==> src/rtl/i2c_cfg_pkg.sv <==
package i2c_cfg_pkg;
  localparam int BYTE_W = 8;
  localparam int BIT_CNT_W = 4;

  typedef enum logic [2:0] {
    ST_IDLE,   // isolated: SCL edges ignored
    ST_ADDR,   // shifting in address byte
    ST_AACK,   // acknowledging own address
    ST_RX,     // shifting in a write byte
    ST_RACK,   // acknowledging a write byte
    ST_TX,     // shifting out a read byte
    ST_MACK    // waiting for master acknowledge
  } xfer_st_t;
endpackage

==> src/rtl/i2c_line_sync.sv <==
module i2c_line_sync #(
  parameter int SYNC_STAGES = 2
) (
  input  logic clk,
  input  logic rst_n,
  input  logic scl_i,
  input  logic sda_i,
  output logic sda_s,
  output logic scl_rise,
  output logic scl_fall,
  output logic start_det,
  output logic stop_det
);
  localparam int PIPE_W = SYNC_STAGES + 1;

  logic [PIPE_W-1:0] scl_pipe;
  logic [PIPE_W-1:0] sda_pipe;
  logic scl_now, scl_prev, sda_prev;

  always_ff @(posedge clk or negedge rst_n) begin
    if (!rst_n) begin
      scl_pipe <= '1;
      sda_pipe <= '1;
    end else begin
      scl_pipe <= {scl_pipe[PIPE_W-2:0], scl_i};
      sda_pipe <= {sda_pipe[PIPE_W-2:0], sda_i};
    end
  end

  assign scl_now  = scl_pipe[SYNC_STAGES-1];
  assign scl_prev = scl_pipe[SYNC_STAGES];
  assign sda_s    = sda_pipe[SYNC_STAGES-1];
  assign sda_prev = sda_pipe[SYNC_STAGES];

  assign scl_rise  = scl_now & ~scl_prev;
  assign scl_fall  = ~scl_now & scl_prev;
  assign start_det = scl_now & scl_prev & sda_prev & ~sda_s;
  assign stop_det  = scl_now & scl_prev & ~sda_prev & sda_s;
endmodule

==> src/rtl/cfg_regbank.sv <==
module cfg_regbank #(
  parameter int NREG = 4,
  parameter logic [NREG*8-1:0] RST_VAL = '0,
  localparam int PW = (NREG > 1) ? $clog2(NREG) : 1
) (
  input  logic              clk,
  input  logic              rst_n,
  input  logic              uv_rst,
  input  logic              wr_en,
  input  logic [PW-1:0]     wr_idx,
  input  logic [7:0]        wr_data,
  output logic [NREG*8-1:0] regs_flat
);
  for (genvar g = 0; g < NREG; g++) begin : g_reg
    logic [7:0] q;
    always_ff @(posedge clk or negedge rst_n) begin
      if (!rst_n)                            q <= RST_VAL[g*8 +: 8];
      else if (uv_rst)                       q <= RST_VAL[g*8 +: 8];
      else if (wr_en && wr_idx == PW'(g))    q <= wr_data;
    end
    assign regs_flat[g*8 +: 8] = q;
  end
endmodule

==> src/rtl/i2c_xfer_fsm.sv <==
module i2c_xfer_fsm
  import i2c_cfg_pkg::*;
#(
  parameter logic [6:0] SLV_ADDR = 7'h3A,
  parameter int NREG = 4,
  localparam int PW = (NREG > 1) ? $clog2(NREG) : 1
) (
  input  logic              clk,
  input  logic              rst_n,
  input  logic              uv_rst,
  input  logic              sda_s,
  input  logic              scl_rise,
  input  logic              scl_fall,
  input  logic              start_det,
  input  logic              stop_det,
  input  logic [NREG*8-1:0] regs_flat,
  output logic              sda_oe,
  output logic              active,
  output logic              wr_en,
  output logic [PW-1:0]     wr_idx,
  output logic [7:0]        wr_data
);
  xfer_st_t             state;
  logic [BIT_CNT_W-1:0] bitcnt;
  logic [7:0]           shreg, txsh, rd_byte;
  logic [PW-1:0]        ptr, ptr_inc;
  logic                 rw, first, macked;
  logic                 byte_end;

  always_comb begin
    rd_byte = '0;
    for (int i = 0; i < NREG; i++)
      if (ptr == PW'(i)) rd_byte = regs_flat[i*8 +: 8];
  end

  assign ptr_inc  = (ptr == PW'(NREG-1)) ? '0 : ptr + PW'(1);
  assign byte_end = scl_fall && (bitcnt == BIT_CNT_W'(8));
  assign wr_en    = (state == ST_RX) && byte_end && !first && !start_det && !stop_det;
  assign wr_idx   = ptr;
  assign wr_data  = shreg;
  assign active   = (state != ST_IDLE);

  always_ff @(posedge clk or negedge rst_n) begin
    if (!rst_n) begin
      state  <= ST_IDLE;
      bitcnt <= '0;
      shreg  <= '0;
      txsh   <= '0;
      ptr    <= '0;
      rw     <= 1'b0;
      first  <= 1'b0;
      macked <= 1'b0;
      sda_oe <= 1'b0;
    end else begin
      if (start_det) begin
        state  <= ST_ADDR;
        bitcnt <= '0;
        sda_oe <= 1'b0;
      end else if (stop_det) begin
        state  <= ST_IDLE;
        sda_oe <= 1'b0;
      end else begin
        case (state)
          ST_ADDR: begin
            if (scl_rise) begin
              shreg  <= {shreg[6:0], sda_s};
              bitcnt <= bitcnt + BIT_CNT_W'(1);
            end else if (byte_end) begin
              if (shreg[7:1] == SLV_ADDR) begin
                rw     <= shreg[0];
                sda_oe <= 1'b1;
                state  <= ST_AACK;
              end else begin
                state  <= ST_IDLE;
              end
            end
          end
          ST_AACK: begin
            if (scl_fall) begin
              bitcnt <= '0;
              first  <= 1'b1;
              if (rw) begin
                txsh   <= rd_byte;
                sda_oe <= ~rd_byte[7];
                state  <= ST_TX;
              end else begin
                sda_oe <= 1'b0;
                state  <= ST_RX;
              end
            end
          end
          ST_RX: begin
            if (scl_rise) begin
              shreg  <= {shreg[6:0], sda_s};
              bitcnt <= bitcnt + BIT_CNT_W'(1);
            end else if (byte_end) begin
              ptr    <= first ? shreg[PW-1:0] : ptr_inc;
              first  <= 1'b0;
              sda_oe <= 1'b1;
              state  <= ST_RACK;
            end
          end
          ST_RACK: begin
            if (scl_fall) begin
              sda_oe <= 1'b0;
              bitcnt <= '0;
              state  <= ST_RX;
            end
          end
          ST_TX: begin
            if (scl_rise) begin
              bitcnt <= bitcnt + BIT_CNT_W'(1);
            end else if (byte_end) begin
              sda_oe <= 1'b0;
              ptr    <= ptr_inc;
              state  <= ST_MACK;
            end else if (scl_fall && bitcnt != '0) begin
              txsh   <= {txsh[6:0], 1'b0};
              sda_oe <= ~txsh[6];
            end
          end
          ST_MACK: begin
            if (scl_rise) begin
              macked <= ~sda_s;
            end else if (scl_fall) begin
              if (macked) begin
                txsh   <= rd_byte;
                sda_oe <= ~rd_byte[7];
                bitcnt <= '0;
                state  <= ST_TX;
              end else begin
                state  <= ST_IDLE;
              end
            end
          end
          default: ;
        endcase
      end
      if (uv_rst) ptr <= '0;
    end
  end
endmodule

==> src/rtl/i2c_cfg_slave.sv <==
module i2c_cfg_slave
  import i2c_cfg_pkg::*;
#(
  parameter logic [6:0] SLV_ADDR = 7'h3A,
  parameter int NREG = 4,
  parameter logic [NREG*8-1:0] RST_VAL = 32'h5A3C_1E00,
  localparam int PW = (NREG > 1) ? $clog2(NREG) : 1
) (
  input  logic              clk,
  input  logic              rst_n,
  input  logic              uv_rst,
  input  logic              scl_i,
  input  logic              sda_i,
  output logic              sda_oe,
  output logic [NREG*8-1:0] cfg_q
);
  logic          sda_s, scl_rise, scl_fall, start_det, stop_det;
  logic          active, wr_en;
  logic [PW-1:0] wr_idx;
  logic [7:0]    wr_data;

  i2c_line_sync #(.SYNC_STAGES(2)) u_sync (
    .clk(clk), .rst_n(rst_n), .scl_i(scl_i), .sda_i(sda_i),
    .sda_s(sda_s), .scl_rise(scl_rise), .scl_fall(scl_fall),
    .start_det(start_det), .stop_det(stop_det)
  );

  i2c_xfer_fsm #(.SLV_ADDR(SLV_ADDR), .NREG(NREG)) u_fsm (
    .clk(clk), .rst_n(rst_n), .uv_rst(uv_rst), .sda_s(sda_s),
    .scl_rise(scl_rise), .scl_fall(scl_fall),
    .start_det(start_det), .stop_det(stop_det),
    .regs_flat(cfg_q), .sda_oe(sda_oe), .active(active),
    .wr_en(wr_en), .wr_idx(wr_idx), .wr_data(wr_data)
  );

  cfg_regbank #(.NREG(NREG), .RST_VAL(RST_VAL)) u_regs (
    .clk(clk), .rst_n(rst_n), .uv_rst(uv_rst), .wr_en(wr_en),
    .wr_idx(wr_idx), .wr_data(wr_data), .regs_flat(cfg_q)
  );
endmodule

==> config.mk <==
export PLATFORM = sky130hd
export DESIGN_NAME = i2c_cfg_slave
export DESIGN_NICKNAME = d
export VERILOG_FILES = /design/src/rtl/i2c_cfg_pkg.sv /design/src/rtl/i2c_line_sync.sv /design/src/rtl/cfg_regbank.sv /design/src/rtl/i2c_xfer_fsm.sv /design/src/rtl/i2c_cfg_slave.sv
export SDC_FILE = /design/constraint.sdc
export NUM_CORES = 1
export LEC_CHECK = 0
export BUFFER_PORTS_ARGS = -buffer_cell sky130_fd_sc_hd__buf_2
export CORE_ASPECT_RATIO = 1.4
export CORE_MARGIN = 5
export CORE_UTILIZATION = 45
export DETAILED_ROUTE_END_ITERATION = 10
export GPL_ROUTABILITY_DRIVEN = 1
export PLACE_DENSITY = 0.67
export SLEW_MARGIN = 20
export SYNTH_ARGS = -nofsm -noshare
export SYNTH_HDL_FRONTEND = slang
export SYNTH_SLANG_ARGS = --single-unit
==> constraint.sdc <==
create_clock -name clk -period 3.33 [get_ports clk]
set_clock_uncertainty 0.15 [all_clocks]
set_input_delay 0.333 -clock clk [delete_from_list [all_inputs] [get_ports clk]]
set_output_delay 0.333 -clock clk [all_outputs]
set_load 0.1 [all_outputs]
After elaboration in Yosys (flattened, before gate mapping) --
Index checks and enable logic that the tools add are counted.
Cells by class: add/sub/neg operators 2, equal/unequal tests 46, multiplexer cells 76, bitwise operators 16, reduce and logical (&&, ||, !) cells 36
Operator list (number):
- 8-bit 2-to-1 mux | 12
- 7-bit 2-to-1 mux | 8
- 3-bit 2-to-1 mux | 14
- 4-bit by 1-bit inequality test with 1-bit output, second input constant | 8
- 4-bit 2-to-1 mux | 7
- 11-bit AND reduction | 2
- 7-bit case mux with 3 select lines | 1
- 2-bit 2-to-1 mux | 10
- 1-bit 2-to-1 mux | 19
- 3-bit case mux with 6 select lines | 1
- 4-bit by 2-bit inequality test with 1-bit output, second input constant | 4
- 2-bit by 1-bit inequality test with 1-bit output, second input constant | 7
- 7-bit AND reduction | 2
- 13-bit AND reduction | 1
- 2-bit inequality test, second input constant | 6
- 3-bit by 1-bit inequality test with 1-bit output, second input constant | 4
- 4-bit case mux with 3 select lines | 1
- 6-bit AND reduction | 2
- 1-bit logical AND | 10
- 2-bit nonzero test | 5
- 3-bit == test, second input constant | 3
- 3-bit by 2-bit inequality test with 1-bit output, second input constant | 3
- 1-bit inverter | 9
- 4-bit AND reduction | 2
- 21 further kinds | 35
Storage, ports and cells: register bits 66, output and inout bits 33, logic and storage cells 191

Logic depth before layout (Yosys ltp) --
depth after elaboration 12, mapped depth 8

By module --
Synthesis repeated with hierarchy kept, for this count alone.
Second synthesis, totals: cell total of the unflattened synthesis 356, area total of the unflattened synthesis 3729.8 µm²
Modules (own cells, without submodules):
- i2c_xfer_fsm | times used 1, cells each 220, area an instance 2070.7 µm², seq. area each 700.7 µm²
- cfg_regbank | times used 1, cells each 126, area an instance 1468.9 µm², seq. area each 815.8 µm²
- i2c_line_sync | times used 1, cells each 10, area an instance 190.2 µm², seq. area each 157.7 µm²

Worst setup path before layout --
No wires, ideal clock.
path type reg2reg, from register u_fsm.bitcnt[0], to register u_regs.g_reg[3].q[3], data arrival time 1.912 ns, data required time 3.098 ns, path slack 1.187 ns, cell stages (with the launch flop) 8, clock period less this slack 2.143 ns, cell sequence dfrtp_1 > inv_1 > ha_1 > nor2b_1 > nand3_4 > or4_4 > buf_6 > a211o_1
Between the ends: word-level cells in the longest chain between the ends 8
Ends and longest elaborated chain:
- start, declared | line i2c_xfer_fsm.sv:24 | logic [BIT_CNT_W-1:0] bitcnt;
- start signal, assigned | line i2c_xfer_fsm.sv:67 | bitcnt <= bitcnt + BIT_CNT_W'(1);
- start signal, assigned | line i2c_xfer_fsm.sv:95 | bitcnt <= bitcnt + BIT_CNT_W'(1);
- start signal, assigned | line i2c_xfer_fsm.sv:112 | bitcnt <= bitcnt + BIT_CNT_W'(1);
- 4-bit == test | line i2c_xfer_fsm.sv:37 | assign byte_end = scl_fall && (bitcnt == BIT_CNT_W'(8));
- 1-bit logical AND | line i2c_xfer_fsm.sv:37
- 1-bit logical AND (4 in a row) | line i2c_xfer_fsm.sv:38 | assign wr_en = (state == ST_RX) && byte_end && !first && !start_det && !stop_det;
- 1-bit logical AND | line cfg_regbank.sv:19 | else if (wr_en && wr_idx == PW'(g)) q <= wr_data;
- 2-bit nonzero test (no line)
- end signal, assigned | line cfg_regbank.sv:17 | if (!rst_n) q <= RST_VAL[g*8 +: 8];
- end signal, assigned | line cfg_regbank.sv:18 | else if (uv_rst) q <= RST_VAL[g*8 +: 8];
- end signal, assigned | line cfg_regbank.sv:19
- end, declared | line cfg_regbank.sv:15 | logic [7:0] q;
Every way passes these cells. A chain may end at the register's enable or synchronous reset.

Worst setup path in the final report --
from register u_fsm.ptr[1], in the netlist u_fsm.wr_idx[1], to register u_fsm.sda_oe
Between the ends: word-level cells in the longest chain between the ends 12
Ends and longest elaborated chain:
- start, declared | line i2c_xfer_fsm.sv:26 | logic [PW-1:0] ptr, ptr_inc;
- start signal, assigned | line i2c_xfer_fsm.sv:97 | ptr <= first ? shreg[PW-1:0] : ptr_inc;
- start signal, assigned | line i2c_xfer_fsm.sv:115 | ptr <= ptr_inc;
- 2-bit zero test | line i2c_xfer_fsm.sv:33 | if (ptr == PW'(i)) rd_byte = regs_flat[i*8 +: 8];
- 8-bit 2-to-1 mux (3 in a row) | line i2c_xfer_fsm.sv:33
- 8-bit 2-to-1 mux (*) | line i2c_xfer_fsm.sv:33
- 1-bit inverter (*) | line i2c_xfer_fsm.sv:84, i2c_xfer_fsm.sv:128
- 1-bit 2-to-1 mux | line i2c_xfer_fsm.sv:126 | if (macked) begin
- 1-bit 2-to-1 mux | line i2c_xfer_fsm.sv:125 | end else if (scl_fall) begin
- 1-bit 2-to-1 mux | line i2c_xfer_fsm.sv:123 | if (scl_rise) begin
- 1-bit case mux with 6 select lines (*) | line i2c_xfer_fsm.sv:63 | case (state)
- 1-bit 2-to-1 mux (*) | line i2c_xfer_fsm.sv:59 | end else if (stop_det) begin
- 1-bit 2-to-1 mux (*) | line i2c_xfer_fsm.sv:55 | if (start_det) begin
- end signal, assigned | line i2c_xfer_fsm.sv:84 | sda_oe <= ~rd_byte[7];
- end signal, assigned | line i2c_xfer_fsm.sv:119 | sda_oe <= ~txsh[6];
- end signal, assigned | line i2c_xfer_fsm.sv:128 | sda_oe <= ~rd_byte[7];
- end, declared | line i2c_xfer_fsm.sv:17 | output logic sda_oe,
Every way passes the cells marked *; elsewhere a longest branch is shown, timed or not. The select of a mux whose other input is x is not followed.

==> impl_results.md <==
- Iter 0 DRT Violations: 222
- Reg2Reg Setup Slack: 0.95 ns
- Num ports: 38
- Initial Util: 46.4%
- First-pass GRT wire length: 14600 microns
- Largest area contributor in the netlist: dfrtp_1
- Comb pwr share: 12.3%
- Core area: 0.00741 sq mm
- Startpoint types: register
- CTS tree: done
- Max Clock Freq: 421 MHz
- GRT Util Overall: 19.0%
- Synth area leaders: dfrtp_1 35%, dfstp_2 14%, mux2i_1 6.1%
- Reg2Reg Depth: 7
- Clk pwr share: 34.6%
- Die span in x: 83.8 microns
- Most frequent cells in the layout: 50 x nor2_1, 48 x dfrtp_1, 37 x buf_2
- Detailed Routing Iterations Pass 1: 4
- Inserted Diodes: 0
- Fin crit share: 71.3%
- Rel. slew slack: 53.2%
- Root Buffer: clkbuf_8
- Required @ worst endpoint: 3.42 ns
- Sequential power share: 53.1%
- Final nets: 397
- Die area: 0.00950 sq mm
- Worst min-delay path class: reg2reg
- Register area share after synthesis: 48.8%
- Min-delay src: u_sync.sda_pipe[0]$_DFF_PN1_
- Final Hold Vio Count: 0
- Post-synth top flop: dfrtp_1
- Flops & latches, synth: 66
- Final setup violation count: 0
- Post-synth ARST share: 100%
- Filler cells: 714
- Worst hold path depth: 0
- Most common cell after layout, fill and taps aside: nor2_1
- Capturing point of the worst reg2reg path: u_fsm.sda_oe$_DFFE_PN0P_
- Multi-input gate area: 0.00162 sq mm
- CP Cell Sequence: inv_1 -> ha_1 -> nor2b_1 -> a221oi_1 -> nor4_1 -> o22ai_1 -> a31o_2
- Hold EP: u_sync.sda_pipe[1]$_DFF_PN1_
- # Max-Cap Violations: 0
- Post-CTS Setup Bufs: 0
- Clock latency at the later pin of the worst-skew pair: 0.34 ns
- DRC Markers: 0
- Cell count after synthesis: 351
- Status: finished clean
- RSZ-0062 raised after global routing: false
- Syn Nets: 362
- Std-Cell Rows: 37
- CTS buffer count: 9
- Switch Pwr: 0.000519 W
- Initial antenna violation count: 0
- Kind of critical path: reg2reg
- Kind of end point of the critical path: register
- Synth warn: 0
- Total gr overflow: 0
- CP max stage cell: nor2b_1
- Util after Layout: 52.6%
- Area Overhead vs Synth: 13.4%
- Worst Tran Pin Value: 0.702 ns
- Final min period: 2.38 ns
- Largest fanout on the critical path: 13
- Post-synth EDFFs: 0
- DRT Wirelength: 8460 microns
- Int Power: 0.00126 W
- Worst R2R Start: u_fsm.wr_idx[1]$_DFFE_PN0P_
- Static Leak: 1.81 nW
- Cell Area, Synth: 0.00343 sq mm
- CTS sink cnt: 66
- Power per cell area: 457 mW/mm^2
- Synth top area share: 35.0%
- Final setup TNS: 0 ns
- Port bufs: 37
- Distinct cell type count after synthesis: 51
- Vias in the first global route: 2805
- H-tree lvl count: 3
- Clk slew on worst S/H paths: 0.08 ns
- Register area: 0.00167 sq mm
- Worst IR Drop VDD: 0.400 mV
- Arrival @ worst endpoint: 2.46 ns
- Layout cell share with drive strength beyond 1: 22.1%
- GP Congestion: 0.839
- WL per Instance: 17.4 microns
- Max Slew Vio Count: 0
- DP HPWL: 6140 microns
- Antenna Nets Post-Route: 0
- Mapped Avg Cell Area: 9.78 sq um
- Sw frac: 29.1%
- Via count: 2755
- Biggest cell delay along the critical path: 0.50 ns
- Avg Vias per Cell: 5.66
- Die Span Y: 113 microns
- Largest net degree at the start of global routing: 35
- Clock buffer depth: 2
## synthesized netlist by cell type, types with 4 or more instances
cell type   n
and3_1      4
inv_1      14
dfstp_2    18
nor2b_1    11
a211oi_1    8
nand3_1     5
ha_1        6
nand2_1    32
mux2_2      7
o31ai_1    10
mux2i_1    21
dfrtp_1    48
clkbuf_1   14
a21oi_1    12
a211o_1    13
nor2_1     50
o21ai_0    11
a221oi_1    8
nor4_1      4
nand2b_1    5
nor3_1      8
## layer usage
metal  vias to the layer above  track usage, %  part of all wire, %
met5                         -               0                    0
met3                        17            3.28                  3.2
met4                         0            7.83                  2.5
met1                      1349            23.2                   43
met2                        68            33.0                   51
li1                       1321               -                    -
## critical path, delay by kind of cell (launching register included)
| kind | cells | cell delay [ns] |
|---|---|---|
| adder cells (fa/ha/maj) | 1 | 0.33 |
| AND/OR/NAND/NOR | 2 | 0.80 |
| buffers and inverters | 1 | 0.08 |
| flip-flops | 1 | 0.40 |
| AO/OA/AOI/OAI | 3 | 0.52 |
## timing repair
action                    in CTS  in global routing
hold buffers                   3                  0
hold endpoints to repair      25                  0
resized for setup              0                  0
## how the worst max path moves through the flow
stage	start	to	slack (ns)	depth (start not counted)
after floorplan	u_fsm.bitcnt[0]$_DFFE_PN0P_	u_regs.g_reg[3].q[3]$_DFFE_PN1P_	1.19	7
final	u_fsm.wr_idx[1]$_DFFE_PN0P_	u_fsm.sda_oe$_DFFE_PN0P_	0.95	7
after CTS	u_fsm.wr_idx[0]$_DFFE_PN0P_	u_fsm.sda_oe$_DFFE_PN0P_	0.97	6
after detailed placement	u_fsm.wr_idx[1]$_DFFE_PN0P_	u_fsm.sda_oe$_DFFE_PN0P_	0.97	7
after global placement	u_fsm.wr_idx[0]$_DFFE_PN0P_	u_fsm.sda_oe$_DFFE_PN0P_	0.94	6
after global routing	u_fsm.bitcnt[0]$_DFFE_PN0P_	u_regs.g_reg[1].q[7]$_DFFE_PN0P_	0.82	7
## state kept, by name, summed over array words and instances (netlist names)
register and flops:
u_fsm.txsh 7, u_fsm.wr_idx 2, u_fsm.state 3, u_sync.sda_pipe 3, u_fsm.wr_data 8, u_fsm.bitcnt 4, u_fsm.macked 1, u_regs.g.q 32
u_fsm.first 1, u_fsm.rw 1, u_sync.scl_pipe 3, u_fsm.sda_oe 1
## area by class of cell
class,count,share of cell area (%)
Tap cell,97,3.12
Clock buffer,13,4.34
Clock inverter,2,0.321
Timing Repair Buffer,44,6.30
Inverter,14,1.35
Sequential cell,66,43.0
Multi-Input combinational cell,251,41.6
## metrics by stage
stage	power [W]	hold slack, ns	instance area (sq um)	std cells	setup WS (ns)
floorplan	0.00108	-0.113	3430	351	1.19
global placement	0.00117	0.196	3680	469	0.942
detailed placement	0.00118	0.198	3680	469	0.974
CTS	0.00179	0.208	3890	487	0.966
global route	0.00187	0.215	3890	487	0.818
finish	0.00178	0.206	3890	487	0.955
## power by group through the flow
| stage | registers [W] | logic [W] | clock network [W] |
|---|---|---|---|
| 6_report | 0.000946 | 0.000218 | 0.000616 |
| 5_1_grt | 0.000957 | 0.000244 | 0.000666 |
| 4_1_cts | 0.000945 | 0.000220 | 0.000630 |
| 3_5_place_dp | 0.000959 | 0.000216 | 0 |
| 3_3_place_gp | 0.000957 | 0.000214 | 0 |
| 2_1_floorplan | 0.000947 | 0.000137 | 0 |
## cells by family after synthesis
family | share of synthesized area (%)
simple gates | 19.3
compound gates | 16.8
flops | 48.8
buf+inv | 4.05
mux | 8.42
fa+ha+maj | 2.19
xor+xnor | 0.510
Power figures use the tool's default switching activity.
